## src/rtl/prng16_pkg.sv

```systemverilog
package prng16_pkg;
  typedef struct packed {
    logic loadSeed;
    logic step;
    logic latchPeriod;
  } prngStrobes_t;
endpackage

```

## src/rtl/prng16_datapath.sv

```systemverilog
module prng16_datapath
  import prng16_pkg::*;
#(
  parameter int          WIDTH      = 16,
  parameter logic [15:0] FIB_TAPS   = 16'h002D,
  parameter logic [15:0] GAL_TOGGLE = 16'hB400,
  parameter logic [15:0] INIT_SEED  = 16'hACE1
) (
  input  logic             clk,
  input  logic             rst,
  input  prngStrobes_t     strobes,
  input  logic [WIDTH-1:0] seedValue,
  input  logic             galoisMode,
  output logic [WIDTH-1:0] state,
  output logic             wrapNext,
  output logic [WIDTH:0]   periodCount
);
  localparam int CW = WIDTH + 1;

  logic [WIDTH-1:0] seedRef;
  logic [CW-1:0]    stepCount;
  logic [WIDTH-1:0] nextFib;
  logic [WIDTH-1:0] nextGal;
  logic [WIDTH-1:0] nextState;
  logic             fibFeed;

  assign fibFeed = ^(state & FIB_TAPS[WIDTH-1:0]);

  genvar i;
  generate
    for (i = 0; i < WIDTH; i++) begin : g_bits
      if (i == WIDTH - 1) begin : g_top
        assign nextFib[i] = fibFeed;
        assign nextGal[i] = GAL_TOGGLE[i] & state[0];
      end else begin : g_mid
        assign nextFib[i] = state[i+1];
        assign nextGal[i] = state[i+1] ^ (GAL_TOGGLE[i] & state[0]);
      end
    end
  endgenerate

  assign nextState = galoisMode ? nextGal : nextFib;
  assign wrapNext  = (nextState == seedRef);

  always_ff @(posedge clk) begin
    if (rst) begin
      state       <= INIT_SEED[WIDTH-1:0];
      seedRef     <= INIT_SEED[WIDTH-1:0];
      stepCount   <= '0;
      periodCount <= '0;
    end else if (strobes.loadSeed) begin
      state     <= seedValue;
      seedRef   <= seedValue;
      stepCount <= '0;
    end else if (strobes.step) begin
      state <= nextState;
      if (strobes.latchPeriod) begin
        periodCount <= stepCount + 1'b1;
        stepCount   <= '0;
      end else begin
        stepCount <= stepCount + 1'b1;
      end
    end
  end
endmodule

```

## src/rtl/prng16_control.sv

```systemverilog
module prng16_control
  import prng16_pkg::*;
#(
  parameter int WIDTH = 16
) (
  input  logic             clk,
  input  logic             rst,
  input  logic             enable,
  input  logic             seedLoad,
  input  logic [WIDTH-1:0] seedValue,
  input  logic             wrapNext,
  output prngStrobes_t     strobes,
  output logic             periodDone,
  output logic             seedError
);
  logic seedIsZero;

  assign seedIsZero          = (seedValue == '0);
  assign strobes.loadSeed    = seedLoad && !seedIsZero;
  assign strobes.step        = enable && !seedLoad;
  assign strobes.latchPeriod = enable && !seedLoad && wrapNext;

  always_ff @(posedge clk) begin
    if (rst) begin
      periodDone <= 1'b0;
      seedError  <= 1'b0;
    end else begin
      periodDone <= strobes.latchPeriod;
      if (seedLoad && seedIsZero) seedError <= 1'b1;
    end
  end
endmodule

```

## src/rtl/prng16_dual.sv

```systemverilog
module prng16_dual
  import prng16_pkg::*;
#(
  parameter int WIDTH = 16
) (
  input  logic             clk,
  input  logic             rst,
  input  logic             enable,
  input  logic             seedLoad,
  input  logic [WIDTH-1:0] seedValue,
  input  logic             galoisMode,
  output logic             serialBit,
  output logic [WIDTH-1:0] state,
  output logic             periodDone,
  output logic [WIDTH:0]   periodCount,
  output logic             seedError
);
  prngStrobes_t strobes;
  logic         wrapNext;

  prng16_control #(.WIDTH(WIDTH)) u_ctrl (
    .clk(clk), .rst(rst), .enable(enable), .seedLoad(seedLoad),
    .seedValue(seedValue), .wrapNext(wrapNext), .strobes(strobes),
    .periodDone(periodDone), .seedError(seedError)
  );

  prng16_datapath #(.WIDTH(WIDTH)) u_dp (
    .clk(clk), .rst(rst), .strobes(strobes), .seedValue(seedValue),
    .galoisMode(galoisMode), .state(state), .wrapNext(wrapNext),
    .periodCount(periodCount)
  );

  assign serialBit = state[0];
endmodule

```

## config.mk

```make
export PLATFORM = sky130hd
export DESIGN_NAME = prng16_dual
export DESIGN_NICKNAME = d
export VERILOG_FILES = /design/src/rtl/prng16_pkg.sv /design/src/rtl/prng16_datapath.sv /design/src/rtl/prng16_control.sv /design/src/rtl/prng16_dual.sv
export SDC_FILE = /design/constraint.sdc
export NUM_CORES = 1
export LEC_CHECK = 0
export BUFFER_PORTS_ARGS = -buffer_cell sky130_fd_sc_hd__buf_2
export CAP_MARGIN = 40
export CORE_ASPECT_RATIO = 1.1
export CORE_MARGIN = 2
export CORE_UTILIZATION = 25
export CTS_BUF_LIST = sky130_fd_sc_hd__clkbuf_8
export CTS_CLUSTER_DIAMETER = 60
export DETAILED_ROUTE_END_ITERATION = 7
export SETUP_SLACK_MARGIN = 0.3
export SLEW_MARGIN = 20
export SYNTH_ARGS = -nofsm -noshare
export SYNTH_HDL_FRONTEND = slang
export SYNTH_SLANG_ARGS = --single-unit
```

## constraint.sdc

```tcl
create_clock -name clk -period 2.8 [get_ports clk]
set_clock_uncertainty 0.05 [all_clocks]
set_input_delay 0.42 -clock clk [delete_from_list [all_inputs] [get_ports clk]]
set_output_delay 0.42 -clock clk [all_outputs]
set_load 0.01 [all_outputs]
```

==> qor.txt <==
Status -> finished, final reports clean
Post-synth EDFFs -> 0
Worst endpoint data arrival time -> 2510 ps
Pwr Density -> 526 nW/um^2
Initial Util -> 25.8%
Worst min path class -> input pin to flop
Ranking of synthesized cells by area -> dfxtp_1 44%, nand2_1 11%, xnor2_1 6.7%
Top FF cell, synth -> dfxtp_1
Sw power -> 0.519 mW
Mapped Area -> 3130 sq um
Worst Reg2Reg Path Length in Cells -> 7
Final Core Density -> 31.6%
# DRC -> 0
HPWL after DPL -> 5590 um
Final Power -> 2.02 mW
Non-filler cells, final -> 594
Sequential share of the synthesized area -> 43.5%
Antenna viol nets, final -> 0
Crit-path cells -> xnor3_1 > nor2_2 > xnor3_1 > o2111ai_4 > buf_12 > or4b_1 > a31oi_1
Synth warnings -> 0
Clock tree root driver cell -> clkbuf_8
Flop pwr share -> 51.3%
Asr flop ratio synth -> 0%
Share of Yosys cell area claimed by the top area cell type -> 43.5%
Delay-heaviest family, CP -> XOR/XNOR gates
Die ar. -> 13400 sq um
Critical Path End Type -> flop
Max Transition Viols Final -> 0
Synthesized instance count -> 381
I/O Pins -> 57
Wirelength per Cell -> 13.8 um
Pin count of the biggest net entering global routing -> 46
Crit-path max FO -> 12
Sw frac -> 25.7%
Clk Latency, worst-skew pair -> 350 ps
Reg clk slew, reported paths -> 70 ps
GRT overflow -> 0
Vias in the first global route -> 2792
Antenna violations before repair -> 0
CTS H-tree lvls -> 3
Clock Path Buffers -> 2
Diodes inserted -> 0
Internal power -> 1.50 mW
Post-synth cell types -> 37
Fin crit share -> 81.7%
Setup-failing EPs final -> 0
Postcts setup bufs -> 0
Slowest CP cell -> xnor3_1
GRT Resource Usage Total -> 12.3%
Setup TNS -> 0 ps
Routed vias/inst -> 4.76
CP max stage delay -> 430 ps
Min Hold Slack -> 263 ps
Crit-path most repeated cell -> xnor3_1
Critical Path RT -> 3020 ps
Pleak -> 1.65 nW
Vias -> 2830
Die width -> 111 um
Drt initial violations -> 84
Reg-to-Reg Start -> u_dp.state[2]$_SDFFE_PP0P_
Total wire length -> 8200 um
Count leader, synth -> nand2_1
Hold EP -> u_dp.seedRef[6]$_SDFFE_PP1P_
First-pass GRT wire length -> 13300 um
Core area -> 12100 sq um
Final net count -> 458
Pin slew with the least headroom to its limit -> 737 ps
FF-to-FF setup slack -> 510 ps
IO Port Bufs -> 56
Synth Register Bits -> 68
RSZ-0062 raised after global routing -> no
Worst Setup Path Type -> flop to flop
Share of layout cells above drive strength 1 -> 20.0%
CTS buffer count -> 9
Worst path buffer plus inverter count -> 1
Min Tclk post-route -> 2290 ps
Max cap viols -> 0
Worst Min Path Start -> seedValue[6]
Peak supply drop -> 0.239 mV
Slew headroom -> 50.9%
Fmax -> 437 MHz
Drt first pass iters -> 5
WHS Path Cells -> 3
Placed cell count -> 577
Rows -> 42
CTS tree -> yes
Area delta synth->final -> 22.6%
Syn_nets -> 403
Post-synth top area cell -> dfxtp_1
Combinational share of power -> 10.5%
Final Wtd Congestion -> 0.827
Die Span Y -> 121 um
Critical Path Start Type -> flop
Hold Violations, Final -> 0
Clock share of power -> 38.2%
Reg2reg end -> u_dp.stepCount[14]$_SDFFE_PP0P_
Syn_area_per_cell -> 8.21 sq um
Synth cell count leaders -> 93 x nand2_1, 68 x dfxtp_1, 27 x nor2_1
Sink Count -> 68
==> repair_timing <==
action	CTS	global route
resized for setup	2	2
gates cloned	0	2
setup endpoints to repair	2	2
hold buffers	0	0
==> layer usage <==
metal	GRT usage [%]	up-vias	routed length [um]
met3	3.90	10	543
li1	-	1407	-
met4	4.06	0	79
met5	0	-	0
met1	14.9	1328	3620
met2	20.7	85	3950
==> worst register-to-register path, delay by kind of cell, from the launching register on <==
family,cells,cell delay [ps]
buffers and inverters,1,200
xor gates and xnor gates,2,700
DFF,1,370
and+or+nand+nor,2,580
AOI/OAI and AO/OA,2,310
==> how the worst max path moves through the flow <==
stage	slack [ps]	cells after the start	end	from
after global routing	350	7	u_dp.stepCount[8]$_SDFFE_PP0P_	u_dp.state[2]$_SDFFE_PP0P_
after global placement	230	7	u_dp.stepCount[8]$_SDFFE_PP0P_	u_dp.state[2]$_SDFFE_PP0P_
after CTS	340	7	u_dp.stepCount[14]$_SDFFE_PP0P_	u_dp.state[2]$_SDFFE_PP0P_
after detailed placement	170	7	u_dp.stepCount[8]$_SDFFE_PP0P_	u_dp.state[2]$_SDFFE_PP0P_
final	510	7	u_dp.stepCount[14]$_SDFFE_PP0P_	u_dp.state[2]$_SDFFE_PP0P_
after floorplan	730	7	u_dp.periodCount[10]$_SDFFE_PP0P_	u_dp.state[0]$_SDFFE_PP1P_
==> power by group through the flow <==
stage	clock network, mW	logic (mW)	registers [mW]
finish	0.771	0.212	1.03
global route	0.821	0.235	1.04
CTS	0.793	0.214	1.03
detailed placement	0	0.212	1.06
global placement	0	0.210	1.05
floorplan	0	0.124	1.06
==> state kept, by name, summed over array words and instances (netlist names) <==
register           count
u_dp.stepCount        17
u_ctrl.seedError       1
u_dp.periodCount      17
u_dp.seedRef          16
u_ctrl.periodDone      1
u_dp.state            16
==> layout by cell type, fill, tap and decap left out, drive strengths merged, types with 2 or more instances in the layout <==
master	Yosys	layout
a31oi	17	17
or4b	2	2
clkbuf	16	15
nand2b	2	2
and3	2	2
dfxtp	68	68
o211ai	3	3
xnor3	2	2
nand3	26	26
nand3b	3	3
o21ai	2	2
inv	3	4
nor2	28	28
xor2	10	10
nor2b	2	2
xnor2	24	24
nand4	4	4
a21oi	25	25
nand2	93	93
nor3	6	6
nand4b	2	2
mux2i	17	17
buf	8	66
nor4	8	8
==> cell families (layout without fill, tap and decap cells) <==
family	Yosys count	count (layout)	synth area share, %
simple gates	181	181	26.2
flops	68	68	43.5
mux	17	17	5.44
buf+inv	27	86	3.68
xor+xnor	36	36	11.0
compound gates	51	51	9.76
fa+ha+maj	1	1	0.400
==> cell type report <==
type                       count  area (sq um)
sequential                    68          1360
fill                        1271          8300
timing repair buffer          68           418
clock buffer                  13           179
multi-input combinational    286          1660
clock inverter                 2          8.76
tap                          154           193
inverter                       3          11.3
==> through the flow <==
step	instance area [sq um]	worst slack [ps]
floorplan	3130	727
global placement	3580	233
detailed placement	3580	165
CTS	3780	335
global route	3830	354
finish	3830	512
(Power assumes the default switching activity.)
